==> src/rtl/sfx_pkg.sv <==
package sfx_pkg;
  // Bit positions inside the mode register
  localparam int MB_SYNC  = 7;
  localparam int MB_CHR7  = 6;
  localparam int MB_PEN   = 5;
  localparam int MB_ODD   = 4;
  localparam int MB_STOP2 = 3;
  localparam int MB_MP    = 2;

  typedef struct packed {
    logic sync;
    logic chr7;
    logic par_en;
    logic par_odd;
    logic stop2;
    logic mp;
  } mode_t;
endpackage

==> src/rtl/sfx_mode_reg.sv <==
module sfx_mode_reg
  import sfx_pkg::*;
#(
  parameter int REG_W = 8
) (
  input  logic             clk,
  input  logic             rst,
  input  logic             wr,
  input  logic [REG_W-1:0] wdata,
  output mode_t            mode_o
);
  mode_t mode_q;
  logic  unused_bits;

  assign unused_bits = ^wdata[1:0];

  always_ff @(posedge clk) begin
    if (rst) begin
      mode_q <= '0;
    end else if (wr) begin
      mode_q.sync    <= wdata[MB_SYNC];
      mode_q.chr7    <= wdata[MB_CHR7];
      mode_q.par_en  <= wdata[MB_PEN];
      mode_q.par_odd <= wdata[MB_ODD];
      mode_q.stop2   <= wdata[MB_STOP2];
      mode_q.mp      <= wdata[MB_MP];
    end
  end

  assign mode_o = mode_q;
endmodule

==> src/rtl/sfx_hold.sv <==
module sfx_hold #(
  parameter int DATA_W = 8
) (
  input  logic              clk,
  input  logic              rst,
  input  logic              wr,
  input  logic [DATA_W-1:0] wdata,
  input  logic              take,
  output logic [DATA_W-1:0] data_o,
  output logic              full_o,
  output logic              dre_o
);
  logic [DATA_W-1:0] data_q;
  logic              full_q;

  // A write in the cycle of a take wins: the new byte stays held.
  always_ff @(posedge clk) begin
    if (rst) begin
      data_q <= '0;
      full_q <= 1'b0;
    end else if (wr) begin
      data_q <= wdata;
      full_q <= 1'b1;
    end else if (take) begin
      full_q <= 1'b0;
    end
  end

  assign data_o = data_q;
  assign full_o = full_q;
  assign dre_o  = ~full_q;

  // a write always leaves the holding register full
  a_r2_write_fills: assert property (@(posedge clk) disable iff (rst)
    wr |=> full_q);
  // the shifter only takes a byte that is there
  a_r2_take_needs_byte: assert property (@(posedge clk) disable iff (rst)
    take |-> full_q);
  // write colliding with a take keeps the new byte held
  a_r10_write_wins: assert property (@(posedge clk) disable iff (rst)
    (wr && take) |=> (full_q && data_q == $past(wdata)));
endmodule

==> src/rtl/sfx_frame_build.sv <==
module sfx_frame_build
  import sfx_pkg::*;
#(
  parameter int DATA_W  = 8,
  parameter int FRAME_W = DATA_W + 4,
  parameter int LEN_W   = 4
) (
  input  logic [DATA_W-1:0]  data_i,
  input  mode_t              mode_i,
  output logic [FRAME_W-1:0] frame_o,
  output logic [LEN_W-1:0]   len_o
);
  logic              narrow;
  logic              par_on;
  logic              par_bit;
  logic [DATA_W-1:0] dmask;
  int                nbits;

  assign narrow = ~mode_i.sync & mode_i.chr7;
  assign par_on = ~mode_i.sync & mode_i.par_en & ~mode_i.mp;
  assign nbits  = narrow ? DATA_W - 1 : DATA_W;

  for (genvar i = 0; i < DATA_W; i++) begin : g_mask
    if (i == DATA_W - 1) begin : g_top
      assign dmask[i] = data_i[i] & ~narrow;
    end else begin : g_low
      assign dmask[i] = data_i[i];
    end
  end

  assign par_bit = (^dmask) ^ mode_i.par_odd;

  always_comb begin
    frame_o = '1;
    if (mode_i.sync) begin
      frame_o[DATA_W-1:0] = data_i;
      len_o = LEN_W'(DATA_W);
    end else begin
      frame_o[0] = 1'b0;
      for (int i = 0; i < DATA_W; i++) begin
        if (i < nbits) frame_o[i+1] = dmask[i];
      end
      if (par_on) frame_o[nbits+1] = par_bit;
      len_o = LEN_W'(nbits + 2 + int'(par_on) + int'(mode_i.stop2));
    end
  end
endmodule

==> src/rtl/sfx_shifter.sv <==
module sfx_shifter #(
  parameter int FRAME_W     = 12,
  parameter int LEN_W       = 4,
  parameter int ASYNC_TICKS = 16,
  parameter int SYNC_TICKS  = 2
) (
  input  logic               clk,
  input  logic               rst,
  input  logic               tick,
  input  logic               pending,
  input  logic [FRAME_W-1:0] frame_i,
  input  logic [LEN_W-1:0]   len_i,
  input  logic               sync_i,
  output logic               load_o,
  output logic               txd_o,
  output logic               sclk_o,
  output logic               tend_o
);
  localparam int TMAX  = (ASYNC_TICKS > SYNC_TICKS) ? ASYNC_TICKS : SYNC_TICKS;
  localparam int CNT_W = (TMAX > 1) ? $clog2(TMAX) : 1;
  localparam int HALF  = SYNC_TICKS / 2;

  logic               busy_q, busy_n;
  logic               sync_q, sync_n;
  logic [FRAME_W-1:0] sh_q, sh_n;
  logic [LEN_W-1:0]   left_q, left_n;
  logic [CNT_W-1:0]   cnt_q, cnt_n;
  logic               txd_q, sclk_q, tend_q, tend_n;
  logic [CNT_W-1:0]   tpb_last;
  logic               bit_done, frame_done, load;

  assign tpb_last   = sync_q ? CNT_W'(SYNC_TICKS - 1) : CNT_W'(ASYNC_TICKS - 1);
  assign bit_done   = busy_q & tick & (cnt_q == tpb_last);
  assign frame_done = bit_done & (left_q == LEN_W'(1));
  assign load       = pending & (~busy_q | frame_done);

  always_comb begin
    busy_n = busy_q;
    sync_n = sync_q;
    sh_n   = sh_q;
    left_n = left_q;
    cnt_n  = cnt_q;
    tend_n = tend_q;
    if (load) begin
      busy_n = 1'b1;
      sync_n = sync_i;
      sh_n   = frame_i;
      left_n = len_i;
      cnt_n  = '0;
      tend_n = 1'b0;
    end else if (frame_done) begin
      busy_n = 1'b0;
      cnt_n  = '0;
      tend_n = 1'b1;
    end else if (bit_done) begin
      sh_n   = sh_q >> 1;
      left_n = left_q - LEN_W'(1);
      cnt_n  = '0;
    end else if (busy_q && tick) begin
      cnt_n = cnt_q + CNT_W'(1);
    end
  end

  always_ff @(posedge clk) begin
    if (rst) begin
      busy_q <= 1'b0;
      sync_q <= 1'b0;
      sh_q   <= '1;
      left_q <= '0;
      cnt_q  <= '0;
      txd_q  <= 1'b1;
      sclk_q <= 1'b1;
      tend_q <= 1'b1;
    end else begin
      busy_q <= busy_n;
      sync_q <= sync_n;
      sh_q   <= sh_n;
      left_q <= left_n;
      cnt_q  <= cnt_n;
      txd_q  <= busy_n ? sh_n[0] : 1'b1;
      sclk_q <= ~(busy_n & sync_n & (cnt_n < CNT_W'(HALF)));
      tend_q <= tend_n;
    end
  end

  assign load_o = load;
  assign txd_o  = txd_q;
  assign sclk_o = sclk_q;
  assign tend_o = tend_q;

  // idle line is high on both outputs
  a_r1_idle_high: assert property (@(posedge clk) disable iff (rst)
    !busy_q |-> (txd_q && sclk_q));
  // the end flag never shows while a frame runs
  a_r9_tend_only_idle: assert property (@(posedge clk) disable iff (rst)
    tend_q |-> !busy_q);
  // a pending byte at frame end starts the next frame at once
  a_r9_back_to_back: assert property (@(posedge clk) disable iff (rst)
    (frame_done && pending) |=> busy_q);
  // the serial clock pulses only during synchronous frames
  a_r8_sclk_sync_only: assert property (@(posedge clk) disable iff (rst)
    !sclk_q |-> (busy_q && sync_q));
  // no line change without a tick during a frame
  a_r12_hold_between_ticks: assert property (@(posedge clk) disable iff (rst)
    (busy_q && !tick) |=> $stable(txd_q));
endmodule

==> src/rtl/sfx_tx.sv <==
module sfx_tx
  import sfx_pkg::*;
#(
  parameter int DATA_W      = 8,
  parameter int ASYNC_TICKS = 16,
  parameter int SYNC_TICKS  = 2
) (
  input  logic              clk,
  input  logic              rst,
  input  logic              mode_wr,
  input  logic [DATA_W-1:0] mode_wdata,
  input  logic              data_wr,
  input  logic [DATA_W-1:0] data_wdata,
  input  logic              tick,
  output logic              txd,
  output logic              sclk,
  output logic              dre,
  output logic              tend
);
  localparam int FRAME_W = DATA_W + 4;
  localparam int LEN_W   = $clog2(FRAME_W + 1);

  mode_t               mode;
  logic [DATA_W-1:0]   held;
  logic                full;
  logic                load;
  logic [FRAME_W-1:0]  frame;
  logic [LEN_W-1:0]    len;

  sfx_mode_reg #(.REG_W(DATA_W)) u_mode (
    .clk    (clk),
    .rst    (rst),
    .wr     (mode_wr),
    .wdata  (mode_wdata),
    .mode_o (mode)
  );

  sfx_hold #(.DATA_W(DATA_W)) u_hold (
    .clk    (clk),
    .rst    (rst),
    .wr     (data_wr),
    .wdata  (data_wdata),
    .take   (load),
    .data_o (held),
    .full_o (full),
    .dre_o  (dre)
  );

  sfx_frame_build #(.DATA_W(DATA_W), .FRAME_W(FRAME_W), .LEN_W(LEN_W)) u_build (
    .data_i  (held),
    .mode_i  (mode),
    .frame_o (frame),
    .len_o   (len)
  );

  sfx_shifter #(
    .FRAME_W     (FRAME_W),
    .LEN_W       (LEN_W),
    .ASYNC_TICKS (ASYNC_TICKS),
    .SYNC_TICKS  (SYNC_TICKS)
  ) u_shift (
    .clk     (clk),
    .rst     (rst),
    .tick    (tick),
    .pending (full),
    .frame_i (frame),
    .len_i   (len),
    .sync_i  (mode.sync),
    .load_o  (load),
    .txd_o   (txd),
    .sclk_o  (sclk),
    .tend_o  (tend)
  );
endmodule

==> config.mk <==
export PLATFORM = sky130hd
export DESIGN_NAME = sfx_tx
export DESIGN_NICKNAME = d
export VERILOG_FILES = /design/src/rtl/sfx_pkg.sv /design/src/rtl/sfx_mode_reg.sv /design/src/rtl/sfx_hold.sv /design/src/rtl/sfx_frame_build.sv /design/src/rtl/sfx_shifter.sv /design/src/rtl/sfx_tx.sv
export SDC_FILE = /design/constraint.sdc
export NUM_CORES = 1
export LEC_CHECK = 0
export CAP_MARGIN = 20
export CORE_MARGIN = 5
export CORE_UTILIZATION = 52
export DETAILED_ROUTE_END_ITERATION = 12
export GPL_TIMING_DRIVEN = 0
export PLACE_DENSITY = 0.76
export SLEW_MARGIN = 0
export SYNTH_ARGS = -nofsm -noshare
export SYNTH_HDL_FRONTEND = slang
export SYNTH_SLANG_ARGS = --single-unit
==> constraint.sdc <==
create_clock -name clk -period 2.7 [get_ports clk]
set_clock_uncertainty 0.05 [all_clocks]
set_input_delay 0.54 -clock clk [delete_from_list [all_inputs] [get_ports clk]]
set_output_delay 0.54 -clock clk [all_outputs]
set_load 0.01 [all_outputs]
-- Word level (Yosys, flattened, before mapping)
Cells that the tools add are included.
- reduce and logical (&&, ||, !) cells: 8
- mux-type cells: 42
- $lt $le $gt $ge: 11
- bitwise operators: 19
- add/sub/neg operators: 6
- equality and inequality tests: 3
- operator list (cell ; number):
    4-bit by 32-bit less-than comparator with 1-bit output, first input constant ; 4
    3-bit by 32-bit less-than comparator with 1-bit output, first input constant ; 2
    12-bit 2-to-1 mux ; 4
    4-bit 2-to-1 mux ; 11
    32-bit by 2-bit adder with 32-bit output, second input constant ; 1
    32-bit by 1-bit >= comparator with 1-bit output, second input constant ; 1
    1-bit by 32-bit less-than comparator with 1-bit output, first input constant ; 1
    2-bit by 32-bit less-than comparator with 1-bit output, first input constant ; 1
    32-bit by 6-bit less-than comparator with 1-bit output, second input constant ; 1
    1-bit 2-to-1 mux ; 24
    12-bit bitwise mux ; 1
    1-bit bitwise AND ; 10
    4-bit by 2-bit adder with 4-bit output ; 2
    8-bit 2-to-1 mux ; 1
    8-bit XOR reduction ; 1
    1-bit NOT ; 7
    2-bit nonzero test ; 3
    4-bit by 1-bit adder with 4-bit output, second input constant ; 1
    4-bit by 3-bit adder with 4-bit output, second input constant ; 1
    1-bit demux with 4-bit select ; 1
    4-bit by 1-bit equality test with 1-bit output, second input constant ; 1
    4-bit equality test ; 1
    4-bit by 1-bit less-than comparator with 1-bit output, second input constant ; 1
    4-bit by 1-bit subtractor with 4-bit output, second input constant ; 1
    other kinds (6) ; 7
- output and inout bits: 4
- word-level logic and storage cells: 106
- bits in registers: 40
- input bits: 21

-- Depth between registers and ports, before layout
- depth in word-level cells: 12
- depth in mapped cells: 9
- gate-level depth less buffers: 7

-- By module
A second synthesis with hierarchy kept.
- cells, all modules: 223
- area total of the unflattened synthesis: 2163.3 um^2
- modules (own cells, without submodules) (module ; area each (um^2) ; cells an instance ; times used ; sequential area each (um^2)):
    sfx_shifter ; 1326.3 ; 137 ; 1 ; 500.5
    sfx_hold ; 325.3 ; 31 ; 1 ; 180.2
    sfx_frame_build ; 297.8 ; 36 ; 1 ; 0.0
    sfx_mode_reg ; 214.0 ; 19 ; 1 ; 120.1

-- Worst setup path after synthesis
OpenSTA, ideal clock, no wires.
- path kind: register to register
- from: register u_shift.left_q[0]
- to: register u_shift.txd_q (netlist: u_shift.txd_o)
- path buffers: 1
- period minus slack after synthesis: 2.072 ns
- arrival: 1.895 ns
- path slack: 0.628 ns
- stages on the path, launching flop included: 8
- setup time: 0.127 ns
- data required time: 2.523 ns
- cell sequence: dfxtp_1 > ha_1 > or3b_1 > clkbuf_1 > a211o_1 > a221oi_2 > a31oi_1 > or3_1
- longest elaborated chain between the ends: 7
- elaborated cells between the ends (all ways): 10
- those cells by class: 1 x eq/ne; 4 x mux; 4 x bitwise; 1 x reduce/logical
- RTL lines (what ; line ; RTL):
    start, declared ; sfx_shifter.sv:26 ; logic [LEN_W-1:0] left_q, left_n;
    start signal, assigned ; sfx_shifter.sv:78 ; left_q <= left_n;
    4-bit by 1-bit equality test with 1-bit output * ; sfx_shifter.sv:34 ; assign frame_done = bit_done & (left_q == LEN_W'(1));
    1-bit bitwise AND * ; sfx_shifter.sv:34 ;
    1-bit OR ; sfx_shifter.sv:35 ; assign load = pending & (~busy_q | frame_done);
    1-bit bitwise AND ; sfx_shifter.sv:35 ;
    1-bit 2-to-1 mux ; sfx_shifter.sv:44 ; if (load) begin
    1-bit NOT (no line) ; -- ;
    2-bit OR reduction (no line) ; -- ;
    end signal, assigned ; sfx_shifter.sv:80 ; txd_q <= busy_n ? sh_n[0] : 1'b1;
    end, declared ; sfx_shifter.sv:28 ; logic txd_q, sclk_q, tend_q, tend_n;
Every way passes the cells marked *; elsewhere a longest branch is shown, timed or not. The select of a mux whose other input is x is not followed.
A chain may end at the register's enable or synchronous reset.

-- Worst setup path after layout
- from: register u_shift.left_q[0]
- to: register u_shift.left_q[2]
- longest elaborated chain between the ends: 6
- elaborated cells between the ends (all ways): 11
- those cells by class: 1 x add/sub; 2 x eq/ne; 3 x mux; 3 x bitwise; 2 x reduce/logical
- RTL lines (what ; line):
    4-bit by 1-bit equality test with 1-bit output ; sfx_shifter.sv:34
    1-bit bitwise AND ; sfx_shifter.sv:34
    1-bit OR ; sfx_shifter.sv:35
    1-bit bitwise AND ; sfx_shifter.sv:35
    2-bit inequality test (no line) / 2-bit nonzero test (equally long branches) ; --
    2-bit AND reduction (no line) ; --
Parallel ways exist; a longest one is shown, timed or not. The select of a mux whose other input is x is not followed.

==> results.md <==
- Clock root buffer: clkbuf_8
- Library cells used by synthesis: 40
- Slew HR: 57.42%
- Setup bufs post-CTS: 0
- Outcome: finished, final reports clean
- Sum Neg Setup Slack: 0 ns
- Final Instance Area: 2268 um^2
- Vias in the first global route: 1447
- Kind of critical path: register to register
- Power per Cell Area: 588.1 nW/um^2
- CTS Hold Bufs: 0
- Detail Route Antenna Nets: 0
- Synth top area cells: dfxtp_1 (42%), mux2i_1 (13%), nor2_1 (4.5%)
- H-tree lvl count: 2
- Syn nets: 228
- CTS Buf Count: 5
- Setup-failing EPs final: 0
- Max Fclk: 414.6 MHz
- Pins over their slew limit: 0
- Commonest cells in the netlist: dfxtp_1 (40), mux2i_1 (24), nor2_1 (23)
- Total die area: 4986 um^2
- Ys Warns: 0
- Avg Cell Area, Syn: 9.458 um^2
- Cell row count: 22
- Initial core utilization: 52.98%
- Via/cell ratio: 5.538
- Most frequent cell after synthesis: dfxtp_1
- RSZ-0062 raised after global routing: no
- DRT iter0 DRCs: 101
- Clock Latency Late Sink: 0.29 ns
- CP Launch Type: register
- Ports: 25
- Initial antenna violation count: 0
- Ys async rst share: 0%
- # clock sinks: 40
- Tightest Hold Check Type: register to register
- Metal3 WL: 186 um
- Core area: 3606 um^2
- Data required, critical path: 2.87 ns
- First drt pass iteration count: 4
- Via Count: 1534
- CP Max Fanout: 6
- Met2 wire length: 1.699 mm
- Number of max-cap violations: 0
- Nets: 254
- IO buf count: 19
- Reg2reg end: u_shift.left_q[2]
- Max Root-Sink Buffers: 2
- Leakage: 0.0008834 uW
- Routability cong.: 0.8117
- Final hold slack: 0.4295 ns
- Synth Cell Area: 1911 um^2
- Worst EP arrival: 2.58 ns
- Top Layer Used: met4
- Fin crit period: 2.412 ns
- DRC violations left: 0
- Measured slew at the worst slew-check pin: 0.6387 ns
- Hold Vio Cnt, Final: 0
- Gr usage total: 16.24%
- Post-synth top area share: 41.91%
- Metal-1 WL: 1.818 mm
- Share of cells above drive strength 1: 7.860%
- Dpl hpwl: 2.741 mm
- Antenna Cells: 0
- Most used DFF post-synth: dfxtp_1
- Hold depth: 2
- Layout area overhead: 18.73%
- Sequential element share of the synthesized area: 41.91%
- Final worst-path setup slack: 0.2879 ns
- Reg2Reg Depth: 7
- First-pass GRT wire length: 6.506 mm
- Die Height: 70.62 um
- CTS tree: done
- RR Startpoint: u_shift.left_q[0]
- Largest net degree at the start of global routing: 13
- Avg WL per Cell: 13.63 um
- Yosys reg bits: 40
- R2r setup slk: 0.29 ns
- Synth Instances: 202
- Grt total ovfl: 0
- Worst slack, placed: 0.1907 ns
- Clk pin slew, worst setup/hold paths: 0.08 ns
- VDD IR max: 0.4039 mV
- Crit end category: register
- Synth area leader: dfxtp_1
- Final Util: 62.91%
- Min-Delay Startpoint: u_shift.sh_q[11]
- Post-CTS sizing: 0
- Fin crit share: 89.34%
- EDFF count, synth: 0
- Area of placed instances: 2161 um^2
- Routed WL: 3.775 mm
- Hold EP: u_shift.sh_q[11]
- Die width: 70.62 um
layout make-up:
cell class	instances	area (um^2)
fillers	337	1338
multi-input cells	145	1036
flip-flops and latches	40	800.8
repair buffers	19	190.2
clock buffers	6	72.57
well taps	48	60.06
plain buffers	12	55.05
clock inverters	2	35.03
inverters	5	18.77
registers in the layout, indices dropped and copies added (netlist names):
name	cells
u_hold.data_o	8
u_shift.sh_q	12
u_shift.sclk_o	1
u_shift.busy_q	1
u_shift.tend_o	1
u_mode.mode_o	6
u_shift.txd_o	1
u_shift.left_q	4
u_hold.full_o	1
u_shift.cnt_q	4
u_shift.sync_q	1
how the worst max path moves through the flow:
stage | start | end | slack (ns) | cells past startpoint
2_1_floorplan | u_shift.left_q[0] | u_shift.txd_o | 0.63 | 7
3_3_place_gp | tick | u_shift.left_q[2] | 0.24 | 6
3_5_place_dp | tick | u_shift.left_q[2] | 0.19 | 6
4_1_cts | u_shift.left_q[0] | u_shift.left_q[2] | 0.30 | 7
5_1_grt | u_shift.left_q[0] | u_shift.left_q[2] | 0.13 | 7
6_report | u_shift.left_q[0] | u_shift.left_q[2] | 0.29 | 7
layout by cell type, fill, tap and decap left out, types with 3 or more instances in the layout:
cell type         n
dfxtp_1          40
mux2i_1          24
nor2_1           23
clkdlybuf4s50_1  19
a21oi_1           9
xnor2_1           9
clkbuf_1          8
o21ai_0           8
a221oi_1          8
nand3_1           7
nand2_1           6
o21ai_1           6
inv_1             5
xor2_1            5
nor3_1            5
clkbuf_8          5
ha_1              4
nor3b_1           3
nand4b_1          3
a21o_2            3
a31oi_1           3
metrics by stage:
step | cells | total power, uW
6_report | 277 | 1334
2_1_floorplan | 202 | 802.1
5_1_grt | 277 | 1400
3_5_place_dp | 269 | 863.2
4_1_cts | 277 | 1346
3_3_place_gp | 269 | 859.9
critical path, cell delays in order (launching register included):
cell and delay (ns):
dfxtp_1 0.40, ha_1 0.17, or3b_1 0.33, clkbuf_1 0.18, a211o_1 0.37, a21oi_1 0.48
nand3_1 0.20, a31oi_1 0.15
logic make-up after synthesis:
group | Yosys count | synth area share, %
AND/OR/NAND/NOR | 55 | 14.73
AO/OA/AOI/OAI | 47 | 16.83
flip-flops | 40 | 41.91
multiplexers | 24 | 12.57
buffers and inverters | 17 | 3.864
XOR/XNOR | 14 | 6.418
adder cells (fa/ha/maj) | 5 | 3.667
per-layer routing:
layer	vias up	GRT usage (%)
li1	779	-
met1	707	20.69
met2	40	26.30
met3	8	3.551
met4	0	7.516
met5	-	0
report_power, final:
| group | internal, uW | leakage (uW) | switching [uW] |
|---|---|---|---|
| clock | 274 | 0.0000552 | 210 |
| combinational | 98.7 | 0.000498 | 92.2 |
| sequential | 629 | 0.000330 | 30.4 |
| total | 1000 | 0.000883 | 332 |
(Power assumes the default switching activity.)
